### src/rtl/dma2d_fe_pkg.sv
package dma2d_fe_pkg;

  localparam int unsigned REG_W    = 64;
  localparam int unsigned NUM_OPTS = 3;

  localparam int unsigned OPT_DECOUPLE  = 0;
  localparam int unsigned OPT_DEBURST   = 1;
  localparam int unsigned OPT_SERIALIZE = 2;

  localparam logic [7:0] OFF_LAUNCH = 8'h28;

  typedef enum logic [3:0] {
    SEL_SRC   = 4'd0,
    SEL_DST   = 4'd1,
    SEL_LEN   = 4'd2,
    SEL_OPTS  = 4'd3,
    SEL_STAT  = 4'd4,
    SEL_LNCH  = 4'd5,
    SEL_DONE  = 4'd6,
    SEL_SSTR  = 4'd7,
    SEL_DSTR  = 4'd8,
    SEL_REPS  = 4'd9,
    SEL_NONE  = 4'd15
  } reg_sel_e;

  typedef struct packed {
    logic [REG_W-1:0]    src;
    logic [REG_W-1:0]    dst;
    logic [REG_W-1:0]    len;
    logic [REG_W-1:0]    src_stride;
    logic [REG_W-1:0]    dst_stride;
    logic [REG_W-1:0]    reps;
    logic [NUM_OPTS-1:0] opts;
  } job_desc_t;

endpackage

### src/rtl/dma2d_fe_regs.sv
module dma2d_fe_regs
  import dma2d_fe_pkg::*;
(
  input  logic             clk_i,
  input  logic             rst_ni,
  input  logic             wr_en_i,
  input  reg_sel_e         sel_i,
  input  logic [REG_W-1:0] wdata_i,
  output logic [REG_W-1:0] rdata_o,
  output job_desc_t        desc_o,
  output logic             len_zero_o
);

  logic [REG_W-1:0] src_q, dst_q, len_q, opts_q, sstr_q, dstr_q, reps_q;
  logic             flat;

  always_ff @(posedge clk_i or negedge rst_ni) begin
    if (!rst_ni) begin
      src_q  <= '0;
      dst_q  <= '0;
      len_q  <= '0;
      opts_q <= '0;
      sstr_q <= '0;
      dstr_q <= '0;
      reps_q <= '0;
    end else if (wr_en_i) begin
      unique case (sel_i)
        SEL_SRC:  src_q  <= wdata_i;
        SEL_DST:  dst_q  <= wdata_i;
        SEL_LEN:  len_q  <= wdata_i;
        SEL_OPTS: opts_q <= wdata_i;
        SEL_SSTR: sstr_q <= wdata_i;
        SEL_DSTR: dstr_q <= wdata_i;
        SEL_REPS: reps_q <= wdata_i;
        default:  ;
      endcase
    end
  end

  always_comb begin
    unique case (sel_i)
      SEL_SRC:  rdata_o = src_q;
      SEL_DST:  rdata_o = dst_q;
      SEL_LEN:  rdata_o = len_q;
      SEL_OPTS: rdata_o = opts_q;
      SEL_SSTR: rdata_o = sstr_q;
      SEL_DSTR: rdata_o = dstr_q;
      SEL_REPS: rdata_o = reps_q;
      default:  rdata_o = '0;
    endcase
  end

  // zero repetitions: linear copy, strides carry no meaning
  assign flat = (reps_q == '0);

  always_comb begin
    desc_o            = '0;
    desc_o.src        = src_q;
    desc_o.dst        = dst_q;
    desc_o.len        = len_q;
    desc_o.reps       = reps_q;
    desc_o.src_stride = flat ? '0 : sstr_q;
    desc_o.dst_stride = flat ? '0 : dstr_q;
    desc_o.opts[OPT_DECOUPLE]  = opts_q[OPT_DECOUPLE];
    desc_o.opts[OPT_DEBURST]   = opts_q[OPT_DEBURST];
    desc_o.opts[OPT_SERIALIZE] = opts_q[OPT_SERIALIZE];
  end

  assign len_zero_o = (len_q == '0);

endmodule

### src/rtl/dma2d_fe_ids.sv
module dma2d_fe_ids #(
  parameter int unsigned ID_W = 8
) (
  input  logic            clk_i,
  input  logic            rst_ni,
  input  logic            launch_i,
  input  logic            done_pulse_i,
  output logic [ID_W-1:0] next_id_o,
  output logic [ID_W-1:0] last_id_o,
  output logic [ID_W-1:0] done_id_o,
  output logic            busy_o
);

  localparam logic [ID_W-1:0] ID_ONE = ID_W'(1);

  logic [ID_W-1:0] last_q, done_q;

  function automatic logic [ID_W-1:0] step(input logic [ID_W-1:0] v);
    return (v == '1) ? ID_ONE : v + ID_ONE;
  endfunction

  assign next_id_o = step(last_q);
  assign busy_o    = (last_q != done_q);

  always_ff @(posedge clk_i or negedge rst_ni) begin
    if (!rst_ni) begin
      last_q <= '0;
      done_q <= '0;
    end else begin
      if (launch_i) last_q <= next_id_o;
      if (done_pulse_i && busy_o) done_q <= step(done_q);
    end
  end

  assign last_id_o = last_q;
  assign done_id_o = done_q;

endmodule

### src/rtl/dma2d_fe_fifo.sv
module dma2d_fe_fifo #(
  parameter int unsigned WIDTH = 8,
  parameter int unsigned DEPTH = 2
) (
  input  logic             clk_i,
  input  logic             rst_ni,
  input  logic             push_i,
  input  logic [WIDTH-1:0] data_i,
  output logic             full_o,
  output logic             valid_o,
  input  logic             ready_i,
  output logic [WIDTH-1:0] data_o
);

  localparam int unsigned PTR_W = (DEPTH > 1) ? $clog2(DEPTH) : 1;
  localparam int unsigned CNT_W = $clog2(DEPTH + 1);
  localparam logic [PTR_W-1:0] LAST_PTR = PTR_W'(DEPTH - 1);

  logic [WIDTH-1:0] mem_q [DEPTH];
  logic [PTR_W-1:0] wr_q, rd_q;
  logic [CNT_W-1:0] cnt_q;
  logic             pop;

  assign full_o  = (cnt_q == CNT_W'(DEPTH));
  assign valid_o = (cnt_q != '0);
  assign pop     = valid_o && ready_i;
  assign data_o  = mem_q[rd_q];

  function automatic logic [PTR_W-1:0] adv(input logic [PTR_W-1:0] p);
    return (p == LAST_PTR) ? '0 : p + PTR_W'(1);
  endfunction

  for (genvar i = 0; i < DEPTH; i++) begin : g_slot
    always_ff @(posedge clk_i or negedge rst_ni) begin
      if (!rst_ni) mem_q[i] <= '0;
      else if (push_i && wr_q == PTR_W'(i)) mem_q[i] <= data_i;
    end
  end

  always_ff @(posedge clk_i or negedge rst_ni) begin
    if (!rst_ni) begin
      wr_q  <= '0;
      rd_q  <= '0;
      cnt_q <= '0;
    end else begin
      if (push_i) wr_q <= adv(wr_q);
      if (pop)    rd_q <= adv(rd_q);
      if (push_i && !pop)      cnt_q <= cnt_q + CNT_W'(1);
      else if (pop && !push_i) cnt_q <= cnt_q - CNT_W'(1);
    end
  end

endmodule

### src/rtl/dma2d_fe.sv
module dma2d_fe
  import dma2d_fe_pkg::*;
#(
  parameter int unsigned ADDR_W      = 7,
  parameter int unsigned ID_W        = 8,
  parameter int unsigned QUEUE_DEPTH = 2
) (
  input  logic                clk_i,
  input  logic                rst_ni,
  input  logic                reg_valid_i,
  input  logic                reg_write_i,
  input  logic [ADDR_W-1:0]   reg_addr_i,
  input  logic [REG_W-1:0]    reg_wdata_i,
  output logic                reg_rvalid_o,
  output logic [REG_W-1:0]    reg_rdata_o,
  output logic                job_valid_o,
  input  logic                job_ready_i,
  output logic [ID_W-1:0]     job_id_o,
  output logic [REG_W-1:0]    job_src_o,
  output logic [REG_W-1:0]    job_dst_o,
  output logic [REG_W-1:0]    job_len_o,
  output logic [REG_W-1:0]    job_src_stride_o,
  output logic [REG_W-1:0]    job_dst_stride_o,
  output logic [REG_W-1:0]    job_reps_o,
  output logic [NUM_OPTS-1:0] job_opts_o,
  input  logic                done_pulse_i
);

  localparam int unsigned IDX_W  = ADDR_W - 3;
  localparam int unsigned DESC_W = $bits(job_desc_t);
  localparam int unsigned ENTRY_W = DESC_W + ID_W;

  reg_sel_e         sel;
  logic             rd_req, wr_req, launch_req, accept;
  logic [IDX_W-1:0] word_idx;
  logic [REG_W-1:0] cfg_rdata, rdata_d, rdata_q;
  logic             rvalid_q;
  job_desc_t        cur_desc, head_desc;
  logic             len_zero, q_full;
  logic [ID_W-1:0]  next_id, last_id_q, done_id_q, head_id;
  logic             busy;
  logic [ENTRY_W-1:0] head_entry;
  logic [REG_W-1:0] len_q;

  assign word_idx = reg_addr_i[ADDR_W-1:3];

  always_comb begin
    sel = SEL_NONE;
    if (reg_addr_i[2:0] == 3'b000) begin
      unique case (word_idx)
        IDX_W'(0): sel = SEL_SRC;
        IDX_W'(1): sel = SEL_DST;
        IDX_W'(2): sel = SEL_LEN;
        IDX_W'(3): sel = SEL_OPTS;
        IDX_W'(4): sel = SEL_STAT;
        IDX_W'(5): sel = SEL_LNCH;
        IDX_W'(6): sel = SEL_DONE;
        IDX_W'(7): sel = SEL_SSTR;
        IDX_W'(8): sel = SEL_DSTR;
        IDX_W'(9): sel = SEL_REPS;
        default:   sel = SEL_NONE;
      endcase
    end
  end

  assign rd_req     = reg_valid_i && !reg_write_i;
  assign wr_req     = reg_valid_i && reg_write_i;
  assign launch_req = rd_req && (sel == SEL_LNCH);
  // full is judged on the pre-edge count; a same-cycle pop does not free a slot
  assign accept     = launch_req && !len_zero && !q_full;

  dma2d_fe_regs u_regs (
    .clk_i      (clk_i),
    .rst_ni     (rst_ni),
    .wr_en_i    (wr_req),
    .sel_i      (sel),
    .wdata_i    (reg_wdata_i),
    .rdata_o    (cfg_rdata),
    .desc_o     (cur_desc),
    .len_zero_o (len_zero)
  );

  assign len_q = cur_desc.len;

  dma2d_fe_ids #(.ID_W(ID_W)) u_ids (
    .clk_i        (clk_i),
    .rst_ni       (rst_ni),
    .launch_i     (accept),
    .done_pulse_i (done_pulse_i),
    .next_id_o    (next_id),
    .last_id_o    (last_id_q),
    .done_id_o    (done_id_q),
    .busy_o       (busy)
  );

  dma2d_fe_fifo #(.WIDTH(ENTRY_W), .DEPTH(QUEUE_DEPTH)) u_queue (
    .clk_i   (clk_i),
    .rst_ni  (rst_ni),
    .push_i  (accept),
    .data_i  ({next_id, cur_desc}),
    .full_o  (q_full),
    .valid_o (job_valid_o),
    .ready_i (job_ready_i),
    .data_o  (head_entry)
  );

  assign head_id   = head_entry[ENTRY_W-1:DESC_W];
  assign head_desc = head_entry[DESC_W-1:0];

  assign job_id_o         = head_id;
  assign job_src_o        = head_desc.src;
  assign job_dst_o        = head_desc.dst;
  assign job_len_o        = head_desc.len;
  assign job_src_stride_o = head_desc.src_stride;
  assign job_dst_stride_o = head_desc.dst_stride;
  assign job_reps_o       = head_desc.reps;
  assign job_opts_o       = head_desc.opts;

  always_comb begin
    unique case (sel)
      SEL_STAT: rdata_d = REG_W'(busy);
      SEL_LNCH: rdata_d = accept ? REG_W'(next_id) : '0;
      SEL_DONE: rdata_d = REG_W'(done_id_q);
      default:  rdata_d = cfg_rdata;
    endcase
  end

  always_ff @(posedge clk_i or negedge rst_ni) begin
    if (!rst_ni) begin
      rvalid_q <= 1'b0;
      rdata_q  <= '0;
    end else begin
      rvalid_q <= rd_req;
      if (rd_req) rdata_q <= rdata_d;
    end
  end

  assign reg_rvalid_o = rvalid_q;
  assign reg_rdata_o  = rdata_q;

endmodule

### config.mk
export PLATFORM = sky130hd
export DESIGN_NAME = dma2d_fe
export DESIGN_NICKNAME = d
export VERILOG_FILES = /design/src/rtl/dma2d_fe_pkg.sv /design/src/rtl/dma2d_fe_regs.sv /design/src/rtl/dma2d_fe_ids.sv /design/src/rtl/dma2d_fe_fifo.sv /design/src/rtl/dma2d_fe.sv
export SDC_FILE = /design/constraint.sdc
export NUM_CORES = 2
export LEC_CHECK = 0
export ABC_AREA = 1
export BUFFER_PORTS_ARGS = -buffer_cell sky130_fd_sc_hd__buf_2
export CELL_PAD_IN_SITES_DETAIL_PLACEMENT = 0
export CELL_PAD_IN_SITES_GLOBAL_PLACEMENT = 1
export CORE_UTILIZATION = 45
export DETAILED_ROUTE_END_ITERATION = 7
export PLACE_DENSITY_LB_ADDON = 0.2
export SLEW_MARGIN = 20
export SYNTH_ARGS = -nofsm -noshare
export SYNTH_HDL_FRONTEND = slang
export SYNTH_SLANG_ARGS = --single-unit
### constraint.sdc
create_clock -name clk_i -period 2.5 [get_ports clk_i]
set_input_delay 0.375 -clock clk_i [delete_from_list [all_inputs] [get_ports clk_i]]
set_output_delay 0.375 -clock clk_i [all_outputs]
set_load 0.02 [all_outputs]
==> impl_metrics.yaml <==
status:
  run_status: "finished with violations"
  violations: "setup timing"
setup_path:
  critPathArrivalTime_ns: 2.24
  crit_type: "reg -> out"
  crit_required_ns: 2.12
  startpoint_type: "flip-flop"
  end_kind: "primary output"
  worstPathMaxFanout: 12
power_and_ir_drop:
  p_sw_frac: 0.279
  powerDensity_nw_per_um2: 734
  internal_power_mw: 38.0
  pwr-share-comb: 0.172
  power_frac_seq: 0.422
  p_sw_mw: 14.7
  total_leakage_power_nw: 35.2
  ir_drop_uv: 704
  power_frac_clock: 0.407
cts:
  clk_pin_slew_ns: 0.06
  clock_sinks: 1323
  htreeDepth: 4
  cts_tree: "done"
  cts_buffers: 149
  cts_root_buf: "clkbuf_16"
  insertion_delay_ns: 0.75
  cts_buffer_depth: 3
timing:
  rsz0062_at_grt: "yes"
  slew_violations: 0
  min_period_ns: 2.62
  setup_slack_ns: -0.117
  finalHoldViolations: 0
  tightest_slew_ns: 0.753
  fmax_ghz: 0.382
  slew_headroom: 0.498
  setup_violations: 325
  clock_skew_ns: 0.0123
  timing.final.crit_share: 1.05
worst_hold_path:
  min_path_type: "in -> reg"
cells_and_area:
  final_common_cell: "nand2_1"
  post-route-util: 0.568
  drive_gt1_frac: 0.173
  final_cell_area_um2: 71700
  mostFrequentLayoutCells: "2798 x nand2_1, 1322 x dfrtp_1, 701 x o21ai_1"
  fin_nets: 7747
  nFillCells: 11700
  syn_to_final_growth_pct: 24.7
route:
  num_vias: 50100
  wl_mm: 206
  ant_nets: 0
  drtIter0Drc: 5386
  routed_via_density: 5.32
  drc: 0
  wire_per_inst_um: 21.8
  dr.pass1.iters: 6
global_routing:
  antenna_found_initial: 1
  grt_use_total: 0.313
  grt_pass1_vias: 47200
  grt_pass1_wl_mm: 304
  grt.overflow.total: 0
  grt_max_degree: 129
run:
  cap_violations: 0
synth:
  synth_area_um2: 57500
  netlist_top_cells_area: "dfrtp_1 58%, nand2_1 20%, o21ai_1 6.1%, o21ai_0 5.4%, inv_1 2.4%"
  syn-num-nets: 7188
  yosys_warnings: 0
  synth_cell_type_count: 28
  ys_ff_latch: 1323
  yosysSeqAreaShare: 0.576
  synth_top_area_share: 0.576
  yosys.area.top_type: "dfrtp_1"
  syn_area_per_cell_um2: 8.09
  postSynthCellCount: 7108
placed_design:
  place_ws_ns: -0.105
  place_area_um2: 63400
  gp_congestion: 0.908
  port_buffers: 537
  dp_hpwl_mm: 140
floorplan:
  pin_count: 538
  start_util: 0.456
  die-area_um2: 129000
  die_h_um: 359
  die_w_um: 359
  floorplan.rows: 130
  core_um2: 126000
-- cell usage after synthesis --
cell,count
a21oi_1,2
a21oi_2,1
and2_4,1
buf_1,35
buf_2,8
buf_6,72
clkbuf_1,336
dfrtp_1,1323
ha_1,3
inv_1,367
inv_2,2
nand2_1,3043
nand2_2,2
nand2_4,2
nand3_1,174
nand3b_1,2
nand4_1,12
nor2_1,321
nor2_2,4
nor2_8,1
nor3_1,49
nor4_1,9
o21ai_0,626
o21ai_1,701
or2_1,1
or2_2,1
xnor2_1,1
xor2_1,9
-- power groups by stage --
| stage | Clock, mW | Sequential (mW) | Combinational [mW] |
|---|---|---|---|
| CTS | 21.7 | 22.2 | 7.97 |
| floorplan | 0 | 22.4 | 2.69 |
| detailed placement | 0 | 22.6 | 5.45 |
| finish | 21.4 | 22.2 | 9.03 |
| global route | 22.6 | 22.2 | 9.54 |
| global placement | 0 | 22.6 | 5.44 |
-- worst max-delay path: stages, from the launching register on --
cell	delay, ns
dfrtp_4	0.51
buf_12	0.18
inv_16	0.17
clkbuf_16	0.22
nand2_1	0.06
nand2_1	0.14
buf_2	0.19
-- routing by layer --
layer	global-route usage	vias up	wire (um)
met3	0.0403	288	12900
li1	-	23600	-
met4	0.119	0	7810
met1	0.423	24300	86200
met5	0	-	0
met2	0.515	1915	99200
-- path summary, 6_finish.rpt --
kind                       cells past startpoint                  to  slack, ns              from
min                                            3     u_regs.len_q[7]       0.05    reg_wdata_i[7]
min reg2reg                                    1    u_queue.cnt_q[0]       0.47  u_queue.cnt_q[0]
max in group asynchronous                      3  u_queue.mem_q[648]       1.35            rst_ni
max                                            6      job_reps_o[13]      -0.12      u_queue.rd_q
max reg2reg                                   13  u_queue.mem_q[148]       0.06  u_regs.len_q[48]
min in group asynchronous                      2   u_queue.mem_q[91]       0.15            rst_ni
-- registers in the layout (all words and copies together) (netlist names) --
signal,cells
u_regs.src_q,64
u_regs.dstr_q,64
u_regs.reps_q,64
u_ids.last_id_o,8
u_ids.done_id_o,8
reg_rvalid_o,1
u_regs.len_q,64
reg_rdata_o,64
u_queue.cnt_q,2
u_regs.dst_q,64
u_regs.sstr_q,64
u_queue.mem_q,790
u_regs.opts_q,64
u_queue.wr_q,1
u_queue.rd_q,1
-- final cells by class --
class                           instances  area [um^2]  area share
Antenna cell                            2         5.00   0.0000698
Clock inverter                         22          116     0.00162
Multi-Input combinational cell       4965        21800       0.304
Timing Repair inverter                  2         40.0    0.000558
Clock buffer                          243         4650      0.0649
Sequential cell                      1323        33100       0.462
Timing Repair Buffer                  857         8520       0.119
Inverter                              369         1410      0.0197
Tap cell                             1650         2060      0.0288
-- repair_timing --
item / in CTS / in global routing
setup endpoints to repair: 531 / 823
cloned: 22 / 18
setup buffers: 19 / 12
hold buffers: 5 / 0
pin swaps: 6 / 15
endpoints found under the hold margin: 262 / 0
resized for setup: 421 / 293
-- per-stage QoR --
stage               hold WS [ns]  std cells  power, mW  TNS (ns)
CTS                       0.0187       9402       51.9    -27.95
global route              0.0504       9431       54.4    -38.61
finish                    0.0498       9433       52.6    -15.53
global placement           0.315       9093       28.0     -3.83
floorplan                 0.0794       7108       25.1         0
detailed placement         0.314       9093       28.0     -3.83
-- kinds of logic (layout without fill, tap and decap cells) --
group / Yosys count / count (layout) / share of synthesized area
flip-flops: 1323 / 1323 / 0.576
AO/OA/AOI/OAI: 1330 / 1330 / 0.116
other: 0 / 2 / 0
buffers and inverters: 820 / 1493 / 0.0631
XOR/XNOR: 10 / 10 / 0.00152
adder cells (fa/ha/maj): 3 / 3 / 0.000653
AND/OR/NAND/NOR: 3622 / 3622 / 0.243
(Power assumes the default switching activity.)
